**src/rtl/sad_pkg.sv**
```systemverilog
package sad_pkg;
  typedef enum logic [1:0] {
    ST_IDLE = 2'd0,
    ST_OPEN = 2'd1,
    ST_EVAL = 2'd2
  } srch_state_e;
endpackage

```
**src/rtl/sad_pe.sv**
```systemverilog
module sad_pe #(
  parameter int PIX_W = 8
) (
  input  logic              clk_i,
  input  logic              rst_ni,
  input  logic              load_i,
  input  logic              en_i,
  input  logic [PIX_W-1:0]  cur_i,
  input  logic [PIX_W-1:0]  ref_i,
  output logic signed [1:0] contrib_o,
  output logic              started_o
);
  logic [PIX_W-1:0] cur_sr_q, ref_sr_q;
  logic started_q, dir_q, started_nx, dir_nx;
  logic a_b, r_b, big_b, small_b;

  assign a_b = cur_sr_q[PIX_W-1];
  assign r_b = ref_sr_q[PIX_W-1];
  assign big_b   = dir_q ? a_b : r_b;
  assign small_b = dir_q ? r_b : a_b;

  // first differing bit fixes which operand is larger; after that the
  // high-part difference grows as 2h + (big - small)
  always_comb begin
    started_nx = started_q;
    dir_nx     = dir_q;
    contrib_o  = 2'sd0;
    if (!started_q) begin
      if (a_b != r_b) begin
        started_nx = 1'b1;
        dir_nx     = a_b;
        contrib_o  = 2'sd1;
      end
    end else if (big_b && !small_b) begin
      contrib_o = 2'sd1;
    end else if (!big_b && small_b) begin
      contrib_o = -2'sd1;
    end
  end

  assign started_o = started_nx;

  always_ff @(posedge clk_i or negedge rst_ni) begin
    if (!rst_ni) begin
      cur_sr_q  <= '0;
      ref_sr_q  <= '0;
      started_q <= 1'b0;
      dir_q     <= 1'b0;
    end else if (load_i) begin
      cur_sr_q  <= cur_i;
      ref_sr_q  <= ref_i;
      started_q <= 1'b0;
      dir_q     <= 1'b0;
    end else if (en_i) begin
      cur_sr_q  <= {cur_sr_q[PIX_W-2:0], 1'b0};
      ref_sr_q  <= {ref_sr_q[PIX_W-2:0], 1'b0};
      started_q <= started_nx;
      dir_q     <= dir_nx;
    end
  end


  started_sticky_chk: assert property (@(posedge clk_i) disable iff (!rst_ni)
    (started_q && en_i && !load_i) |=> started_q);
endmodule

```
**src/rtl/sad_reduce.sv**
```systemverilog
module sad_reduce #(
  parameter int NPIX = 16,
  localparam int SUM_W = $clog2(NPIX + 1) + 1,
  localparam int CNT_W = $clog2(NPIX + 1)
) (
  input  logic [2*NPIX-1:0]        contrib_i,
  input  logic [NPIX-1:0]          started_i,
  output logic signed [SUM_W-1:0]  sum_o,
  output logic [CNT_W-1:0]         cnt_o
);
  always_comb begin
    sum_o = '0;
    cnt_o = '0;
    for (int p = 0; p < NPIX; p++) begin
      sum_o = sum_o + {{(SUM_W-2){contrib_i[2*p+1]}}, contrib_i[2*p +: 2]};
      cnt_o = cnt_o + CNT_W'(started_i[p]);
    end
  end
endmodule

```
**src/rtl/sad_bound.sv**
```systemverilog
module sad_bound #(
  parameter int SAD_W = 12,
  parameter int PIX_W = 8,
  parameter int CNT_W = 5,
  localparam int PL_W = $clog2(PIX_W),
  localparam int LB_W = SAD_W + 1 + PIX_W
) (
  input  logic [SAD_W:0]   acc_i,
  input  logic [CNT_W-1:0] cnt_i,
  input  logic [PL_W-1:0]  plane_i,
  input  logic [SAD_W-1:0] min_i,
  output logic             kill_o
);
  logic [LB_W-1:0] base, lb;

  // each started pixel has high-part difference h >= 1 and its true
  // difference exceeds (h-1)*2^k, so (sum h - started)*2^k is a floor
  assign base   = LB_W'(acc_i) - LB_W'(cnt_i);
  assign lb     = base << plane_i;
  assign kill_o = (plane_i != '0) && (lb >= LB_W'(min_i));
endmodule

```
**src/rtl/sad_serial_array.sv**
```systemverilog
module sad_serial_array #(
  parameter int NPIX  = 16,
  parameter int PIX_W = 8,
  parameter int IDX_W = 6,
  localparam int SAD_W = PIX_W + $clog2(NPIX),
  localparam int BLK_W = NPIX * PIX_W
) (
  input  logic             clk_i,
  input  logic             rst_ni,
  input  logic             start_i,
  input  logic             cand_valid_i,
  input  logic             cand_last_i,
  input  logic [IDX_W-1:0] cand_idx_i,
  input  logic [BLK_W-1:0] cur_blk_i,
  input  logic [BLK_W-1:0] ref_blk_i,
  output logic             cand_ready_o,
  output logic [SAD_W-1:0] best_sad_o,
  output logic [IDX_W-1:0] best_idx_o,
  output logic             done_o
);
  import sad_pkg::*;

  localparam int PL_W  = $clog2(PIX_W);
  localparam int SUM_W = $clog2(NPIX + 1) + 1;
  localparam int CNT_W = $clog2(NPIX + 1);
  localparam int ACC_W = SAD_W + 2;

  srch_state_e state_q;
  logic [PL_W-1:0]  plane_q;
  logic signed [ACC_W-1:0] acc_q, acc_nx, sum_ext;
  logic [IDX_W-1:0] idx_q;
  logic last_q, done_q;
  logic [SAD_W-1:0] best_sad_q;
  logic [IDX_W-1:0] best_idx_q;

  logic accept, run, last_plane, kill, finish, better;
  logic [2*NPIX-1:0] contrib;
  logic [NPIX-1:0]   started;
  logic signed [SUM_W-1:0] plane_sum;
  logic [CNT_W-1:0] started_cnt;
  logic [SAD_W-1:0] sad_fin;

  assign cand_ready_o = (state_q == ST_OPEN);
  assign accept = cand_ready_o && cand_valid_i && !start_i;
  assign run    = (state_q == ST_EVAL);

  for (genvar p = 0; p < NPIX; p++) begin : g_pe
    logic signed [1:0] c;
    sad_pe #(.PIX_W(PIX_W)) u_pe (
      .clk_i    (clk_i),
      .rst_ni   (rst_ni),
      .load_i   (accept),
      .en_i     (run),
      .cur_i    (cur_blk_i[p*PIX_W +: PIX_W]),
      .ref_i    (ref_blk_i[p*PIX_W +: PIX_W]),
      .contrib_o(c),
      .started_o(started[p])
    );
    assign contrib[2*p +: 2] = c;
  end

  sad_reduce #(.NPIX(NPIX)) u_reduce (
    .contrib_i(contrib),
    .started_i(started),
    .sum_o    (plane_sum),
    .cnt_o    (started_cnt)
  );

  assign sum_ext = {{(ACC_W-SUM_W){plane_sum[SUM_W-1]}}, plane_sum};
  assign acc_nx  = (acc_q <<< 1) + sum_ext;
  assign sad_fin = acc_nx[SAD_W-1:0];

  sad_bound #(.SAD_W(SAD_W), .PIX_W(PIX_W), .CNT_W(CNT_W)) u_bound (
    .acc_i  (acc_nx[SAD_W:0]),
    .cnt_i  (started_cnt),
    .plane_i(plane_q),
    .min_i  (best_sad_q),
    .kill_o (kill)
  );

  assign last_plane = (plane_q == '0);
  assign finish     = run && (kill || last_plane);
  assign better     = run && last_plane && (sad_fin < best_sad_q);

  always_ff @(posedge clk_i or negedge rst_ni) begin
    if (!rst_ni) begin
      state_q    <= ST_IDLE;
      plane_q    <= '0;
      acc_q      <= '0;
      idx_q      <= '0;
      last_q     <= 1'b0;
      done_q     <= 1'b0;
      best_sad_q <= '1;
      best_idx_q <= '0;
    end else if (start_i) begin
      state_q    <= ST_OPEN;
      done_q     <= 1'b0;
      best_sad_q <= '1;
      best_idx_q <= '0;
    end else begin
      done_q <= finish && last_q;
      unique case (state_q)
        ST_OPEN: if (accept) begin
          state_q <= ST_EVAL;
          plane_q <= PL_W'(PIX_W - 1);
          acc_q   <= '0;
          idx_q   <= cand_idx_i;
          last_q  <= cand_last_i;
        end
        ST_EVAL: begin
          acc_q   <= acc_nx;
          plane_q <= plane_q - PL_W'(1);
          if (finish) state_q <= last_q ? ST_IDLE : ST_OPEN;
          if (better) begin
            best_sad_q <= sad_fin;
            best_idx_q <= idx_q;
          end
        end
        default: ;
      endcase
    end
  end

  assign best_sad_o = best_sad_q;
  assign best_idx_o = best_idx_q;
  assign done_o     = done_q;


  start_init_chk: assert property (@(posedge clk_i) disable iff (!rst_ni)
    start_i |=> (&best_sad_o && best_idx_o == '0 && !done_o && cand_ready_o));

  busy_after_accept_chk: assert property (@(posedge clk_i) disable iff (!rst_ni)
    (cand_valid_i && cand_ready_o && !start_i) |=> !cand_ready_o);

  acc_nonneg_chk: assert property (@(posedge clk_i) disable iff (!rst_ni)
    run |-> !acc_nx[ACC_W-1]);

  best_monotone_chk: assert property (@(posedge clk_i) disable iff (!rst_ni)
    !start_i |=> (best_sad_o <= $past(best_sad_o)));

  idx_needs_drop_chk: assert property (@(posedge clk_i) disable iff (!rst_ni)
    !start_i |=> ($stable(best_idx_o) || best_sad_o < $past(best_sad_o)));

  done_single_chk: assert property (@(posedge clk_i) disable iff (!rst_ni)
    done_o |=> !done_o);
endmodule

```
**config.mk**
```make
export PLATFORM = sky130hd
export DESIGN_NAME = sad_serial_array
export DESIGN_NICKNAME = d
export VERILOG_FILES = /design/src/rtl/sad_pkg.sv /design/src/rtl/sad_pe.sv /design/src/rtl/sad_reduce.sv /design/src/rtl/sad_bound.sv /design/src/rtl/sad_serial_array.sv
export SDC_FILE = /design/constraint.sdc
export NUM_CORES = 1
export LEC_CHECK = 0
export ABC_CLOCK_PERIOD_IN_PS = 9000
export CORE_ASPECT_RATIO = 1.25
export CORE_MARGIN = 4
export CORE_UTILIZATION = 43
export DETAILED_ROUTE_END_ITERATION = 10
export GPL_TIMING_DRIVEN = 0
export PLACE_DENSITY_LB_ADDON = 0.25
export SLEW_MARGIN = 20
export SYNTH_ARGS = -nofsm -noshare
export SYNTH_HDL_FRONTEND = slang
export SYNTH_SLANG_ARGS = --single-unit
```
**constraint.sdc**
```tcl
create_clock -name clk_i -period 9 [get_ports clk_i]
set_input_delay 2.7 -clock clk_i [delete_from_list [all_inputs] [get_ports clk_i]]
set_output_delay 2.7 -clock clk_i [all_outputs]
set_load 0.1 [all_outputs]
```
After elaboration in Yosys (flattened, before gate mapping)
Cells that the tools add are included.

operators by class
  add/subtract/negate cells = 33
  $lt $le $gt $ge = 2
  equality and inequality tests = 37
  shift-type cells = 1
  mux-type cells = 304
  bitwise logic cells = 1
  reductions and logical operators = 116

operators with widths
  operator              count
  $mux W8               64
  $mux W1               178
  $mux W2               51
  $add A6 B6 Y6         14
  $add A5 B1 Y5         14
  $reduce_and A3 Y1     19
  $mux W12              4
  $reduce_bool A2 Y1    20
  $logic_and A1 B1 Y1   39
  $logic_not A1 Y1      33
  $ne A2 B2 Y1 const B  16
  $pmux W12 S2          1
  $ge A21 B12 Y1        1
  $shl A21 B3 Y21       1
  $mux W6               3
  $ne A1 B1 Y1          16
  $sub A13 B5 Y14       1
  $add A13 B6 Y13       1
  $lt A12 B12 Y1        1
  $ne A3 B2 Y1 const B  2
  $pmux W3 S2           1
  $reduce_bool A3 Y1    2
  $pmux W2 S2           1
  $add A2 B2 Y3         1
  10 further kinds      10

storage, ports and cells
  bits in registers = 331
  input bits = 267
  output and inout port bits = 20
  logic and storage cells = 566

Longest topological paths before layout
  depth in word-level cells = 31
  depth in mapped cells = 41
  gate-level depth less buffers = 40

Hierarchy
Synthesis repeated with hierarchy kept, for this count alone.

unflattened totals
  cells, all modules = 1973
  area, all modules = 19148.4 sq um

modules (own cells, without submodules)
  module            instances  cells an instance  area an instance (sq um)  sequential area each (sq um)
  sad_pe            16         85                 855.8                     450.4
  sad_serial_array  1          261                2570.0                    1091.0
  sad_reduce        1          148                1508.9                    0.0
  sad_bound         1          204                1376.3                    0.0

Least setup slack after synthesis
Ideal clock, no wire load.

  path kind = register to register
  start = register g_pe[0].u_pe.ref_sr_q[7]
  end = register state_q[1]
  setup time = 0.094 ns
  arrival time = 9.192 ns
  data required time = 8.906 ns
  path slack = -0.286 ns
  cell stages (with the launch flop) = 38
  path buffers = 1
  period minus slack after synthesis = 9.286 ns
  path through = dfrtp_1 -> xor2_1 -> ha_1 -> inv_1 -> fa_1 -> inv_1 -> fa_1 -> fa_1 -> fa_1 -> inv_1 -> fa_1 -> inv_1 -> fa_1 -> fa_1 -> inv_1 -> ha_1 -> fa_1 -> ha_1 -> [2 not listed] -> a21o_1 -> a21oi_1 -> o21ai_1 -> or3_1 -> buf_6 -> o21a_1 -> or3_1 -> and2_1 -> a211oi_1 -> a21oi_1 -> ha_1 -> a211o_1 -> a211oi_1 -> a21oi_1 -> nor3_1 -> o2111a_1 -> nand2_2 -> a221oi_2

between the ends
  word-level cells in the longest chain between the ends = 30
  elaborated cells between the ends (all ways) = 52
  classes of those cells = add/sub (32); order compare (1); eq/ne (2); shift (1); mux (8); reduce/logical (8)

ends and longest elaborated chain
  what                                    line                     source
  from (decl)                             sad_pe.sv:13             logic [PIX_W-1:0] cur_sr_q, ref_sr_q;
  from (signal assigned)                  sad_pe.sv:51             ref_sr_q <= ref_i;
  from (signal assigned)                  sad_pe.sv:56             ref_sr_q <= {ref_sr_q[PIX_W-2:0], 1'b0};
  $mux W1                                 sad_pe.sv:19             assign big_b = dir_q ? a_b : r_b;
  $logic_not A1 Y1                        sad_pe.sv:36             end else if (!big_b && small_b) begin
  $logic_and A1 B1 Y1                     sad_pe.sv:36
  $mux W2                                 sad_pe.sv:36
  $mux W2                                 sad_pe.sv:34             end else if (big_b && !small_b) begin
  $mux W2                                 sad_pe.sv:28             if (!started_q) begin
  $add A2 B2 Y3                           sad_reduce.sv:15         sum_o = sum_o + {{(SUM_W-2){contrib_i[2*p+1]}}, contrib_i[2*p +: 2]};
  $add A6 B6 Y6 (14 in a row)             sad_reduce.sv:15
  $add A13 B6 Y13                         sad_serial_array.sv:70   assign acc_nx = (acc_q <<< 1) + sum_ext;
  $sub A13 B5 Y14 (*)                     sad_bound.sv:18          assign base = LB_W'(acc_i) - LB_W'(cnt_i);
  $shl A21 B3 Y21 (*)                     sad_bound.sv:19          assign lb = base << plane_i;
  $ge A21 B12 Y1 (*)                      sad_bound.sv:20          assign kill_o = (plane_i != '0) && (lb >= LB_W'(min_i));
  $logic_and A1 B1 Y1 (*)                 sad_bound.sv:20
  $logic_or A1 B1 Y1 (*)                  sad_serial_array.sv:82   assign finish = run && (kill || last_plane);
  $logic_and A1 B1 Y1 (*)                 sad_serial_array.sv:82
  $ne A3 B2 Y1 (no source line) (*)       -
  $reduce_and A3 Y1 (no source line) (*)  -
  to (signal assigned)                    sad_serial_array.sv:113  if (finish) state_q <= last_q ? ST_IDLE : ST_OPEN;
  to (decl)                               sad_serial_array.sv:28   srch_state_e state_q;

Mark *: on every way between the ends. The rest lies on a longest branch, timed or not.
A chain may end at the register's enable or synchronous reset.

Worst setup path after layout
  start = register g_pe[1].u_pe.ref_sr_q[7]
  end = register done_q (netlist: done_o)

between the ends
  word-level cells in the longest chain between the ends = 30
  elaborated cells between the ends (all ways) = 52
  classes of those cells = add/sub (32); order compare (1); eq/ne (1); shift (1); mux (9); reduce/logical (8)

ends and longest elaborated chain
  what                         line                     source
  from (decl)                  sad_pe.sv:13
  from (signal assigned)       sad_pe.sv:51
  from (signal assigned)       sad_pe.sv:56
  $mux W1                      sad_pe.sv:19
  $logic_not A1 Y1             sad_pe.sv:36
  $logic_and A1 B1 Y1          sad_pe.sv:36
  $mux W2                      sad_pe.sv:36
  $mux W2                      sad_pe.sv:34
  $mux W2                      sad_pe.sv:28
  $add A2 B2 Y3                sad_reduce.sv:15
  $add A6 B6 Y6 (14 in a row)  sad_reduce.sv:15
  $add A13 B6 Y13              sad_serial_array.sv:70
  $sub A13 B5 Y14 (*)          sad_bound.sv:18
  $shl A21 B3 Y21 (*)          sad_bound.sv:19
  $ge A21 B12 Y1 (*)           sad_bound.sv:20
  $logic_and A1 B1 Y1 (*)      sad_bound.sv:20
  $logic_or A1 B1 Y1 (*)       sad_serial_array.sv:82
  $logic_and A1 B1 Y1 (*)      sad_serial_array.sv:82
  $logic_and A1 B1 Y1 (*)      sad_serial_array.sv:101  done_q <= finish && last_q;
  $mux W1 (*)                  sad_serial_array.sv:95   end else if (start_i) begin
  to (signal assigned)         sad_serial_array.sv:101
  to (decl)                    sad_serial_array.sv:32   logic last_q, done_q;

Marked as above.

==> results.md <==
* Synth warnings at 0
* H-tree levels at 2
* Crit path DAT at 9.76 ns
* Worst setup EP type: flop
* Vias per cell at 5.270
* Slew HR at 30.48%
* Final worst-path cycle share at 103.9%
* Max Clock Skew at 0.01293 ns
* Share of layout cells above drive strength 1 at 8.832%
* Global route overflow at 0
* Routability cong. at 0.8870
* Final Max Slew Viols at 0
* Cell Count Post-Placement at 2792
* Seq/Total Area, Yosys at 44.34%
* Layout Area Growth over Synthesis at 29.45%
* TNS Setup at -1.006 ns
* Period minus WS final at 9.349 ns
* # rows at 85
* Clk Tree Root Cell: clkbuf_16
* Antenna violations before repair at 1
* Buffer depth of the longest clock path at 3
* Final non-filler cell total at ~2900
* Drt wl/cell at 18.26 um
* Buffers on Ports at 285
* CP Max Fanout at 5
* WL final at 52710 um
* Slowest cell on crit path: fa_2
* Max_cap viols at 0
* Violated checks: negative setup slack
* Post-synth ARST share at 100.0%
* DRT antenna net count at 0
* Cell count after synthesis at 1939
* Largest stage delay on the critical path at 0.60 ns
* Final WS setup at -0.3493 ns
* Critical path class: flop to flop
* Largest net degree at the start of global routing at 97
* Cts hold-fix bufs at 0
* Startpoint types: flop
* Syn nets at 2313
* FMAX at ~110 MHz
* Clock-pin slew on the worst setup and hold paths at 0.06 ns
* Final net count at 2670
* Yosys cell types at 74
* Final Core Density at 56.25%
* Post-Syn Area per Cell at a little under 10 sq um
* Remaining DRCs at 0
* Main synth FF type: dfrtp_1
* Skew-Pair Late Insertion Delay at 0.54 ns
* DR iter-0 viols at 803
* Detail Placement HPWL at ~40000 um
* Die X-Extent at 194.6 um
* Antenna Cells at 0
* CTS sink count at 331
* Vias at 15210
* Top Ports at 287
* Post-Place Worst Slack at -1.038 ns
* Final Hold Viols at 0
* Required @ worst endpoint at around 9.4 ns
* First-pass GRT wire length at ~84000 um
* Hold Path Class: flop to flop
* Setup Viol. Count Final at 3
* EDFF count, synth at 0
* Crit path top cell by count: fa_1
* Worst-margin pin slew at 1.043 ns
* Vias in the first global route at 16170
* Synthesized area at 0.01872 sq mm
* Die ar. at 0.04695 sq mm
* First-pass iteration count of the detailed router at 5
* CTS Buf Count at 36
* CTS tree: yes
* Total GRT Usage at 22.04%
* Initial Utilization at between 40 and 50%
* Yosys reg bits at 331
* Core Region at 0.04307 sq mm
* RSZ-0062 raised after global routing: yes
* Most frequent cells in the layout: 347 x nand2_1, 310 x dfrtp_1, 284 x clkdlybuf4s50_1
* Status: finished, violations left
* Die height at 241.3 um
* Commonest non-fill, non-tap cell in the layout: nand2_1
-- Yosys cell counts, types with 3 or more instances --
cell | instances | share of area [%]
dfstp_2 | 12 | 1.7
a22o_1 | 5 | 0.23
nor3b_1 | 14 | 0.56
mux2_2 | 5 | 0.30
nand2_1 | 347 | 7.0
ha_1 | 60 | 4.0
inv_2 | 3 | 0.060
buf_1 | 8 | 0.16
mux2i_1 | 249 | 13
fa_1 | 47 | 5.0
or3_1 | 9 | 0.30
inv_1 | 88 | 1.8
o2111ai_1 | 3 | 0.14
o211ai_1 | 4 | 0.16
nand2b_1 | 26 | 0.87
o21ai_1 | 4 | 0.11
a21oi_1 | 35 | 0.94
a31oi_1 | 22 | 0.74
a21o_1 | 18 | 0.72
or2_2 | 4 | 0.13
o21ai_0 | 256 | 6.8
xor2_1 | 15 | 0.70
o31ai_1 | 3 | 0.12
dfrtp_1 | 319 | 43
o21a_1 | 11 | 0.44
xnor2_1 | 22 | 1.0
buf_2 | 3 | 0.080
clkbuf_1 | 96 | 1.9
nand3_1 | 38 | 1.0
a211oi_1 | 5 | 0.20
o31a_1 | 16 | 0.75
and3b_1 | 5 | 0.23
nor3_1 | 9 | 0.24
nor2b_1 | 6 | 0.20
nor2_1 | 117 | 2.3
nor4_1 | 4 | 0.13
and2_1 | 5 | 0.17
-- what timing repair did --
action,4_1_cts,5_1_grt
gates resized for setup,48,25
pin swaps,28,29
setup endpoints to repair,13,13
buffers inserted,20,11
-- logic make-up (layout without fill, tap and decap cells) --
| family | count (synthesis) | after routing | share of synthesized area [%] |
|---|---|---|---|
| AND/OR/NAND/NOR | 596 | 596 | 13.69 |
| flip-flops | 331 | 331 | 44.34 |
| adder cells (fa/ha/maj) | 107 | 107 | 9.039 |
| multiplexers | 254 | 254 | 13.62 |
| buffers and inverters | 203 | 585 | 4.292 |
| XOR/XNOR | 39 | 39 | 1.905 |
| AO/OA/AOI/OAI | 409 | 409 | 13.12 |
-- layout make-up --
cell class	instances	area, sq um
inverter	91	344.1
buffer	112	466.7
tap	565	706.9
multi-input combinational	1405	10000
sequential	331	8309
fill	3827	18850
clock inverter	12	192.7
timing repair buffer	319	3177
clock buffer	51	1027
-- flip-flops by register name, summed over array words and instances, names as in the netlist, 3 cells and up --
register	cells
best_sad_o	12
idx_q	6
g_pe.u_pe.started_q	16
plane_q	3
g_pe.u_pe.cur_sr_q	128
acc_q	12
g_pe.u_pe.ref_sr_q	128
g_pe.u_pe.dir_q	16
best_idx_o	6
-- path summary, 6_finish.rpt --
check | cells after the start | slack (ns) | startpoint | end
setup / recovery | 37 | -0.35 | g_pe[1].u_pe.ref_sr_q[7]$_DFFE_PN0P_ | done_o$_DFF_PN0_
hold / removal | 2 | 0.48 | idx_q[3]$_DFFE_PN0P_ | idx_q[3]$_DFFE_PN0P_
setup reg to reg | 37 | -0.35 | g_pe[1].u_pe.ref_sr_q[7]$_DFFE_PN0P_ | done_o$_DFF_PN0_
hold reg to reg | 2 | 0.48 | idx_q[3]$_DFFE_PN0P_ | idx_q[3]$_DFFE_PN0P_
max in group asynchronous | 3 | 5.56 | rst_ni | g_pe[0].u_pe.ref_sr_q[7]$_DFFE_PN0P_
min in group asynchronous | 1 | 2.19 | rst_ni | g_pe[13].u_pe.ref_sr_q[5]$_DFFE_PN0P_
-- stage by stage --
step / hold slack (ns) / instance area, sq um
global placement: 0.4601 / 22410
global route: 0.4989 / 24230
CTS: 0.4780 / 24100
floorplan: 0.4453 / 18850
finish: 0.4776 / 24230
detailed placement: 0.4634 / 22500
-- layer usage --
metal	track usage [%]	vias up	wire, um
li1	-	7339	-
met1	26.20	7431	20940
met2	40.46	346	27460
met3	3.450	92	2348
met4	8.312	2	1949
met5	0	-	13
-- worst max-delay path, delay by kind of cell, from the launching register on --
kind,cells,cell delay [ns]
flops,1,0.45
compound gates,10,1.69
fa+ha+maj,11,4.50
buf+inv,7,0.49
xor+xnor,3,0.77
simple gates,6,1.29
Power is left out: the tool's default activity adds up to more than one toggle a clock period on the data nets, which glitch-free logic cannot reach.
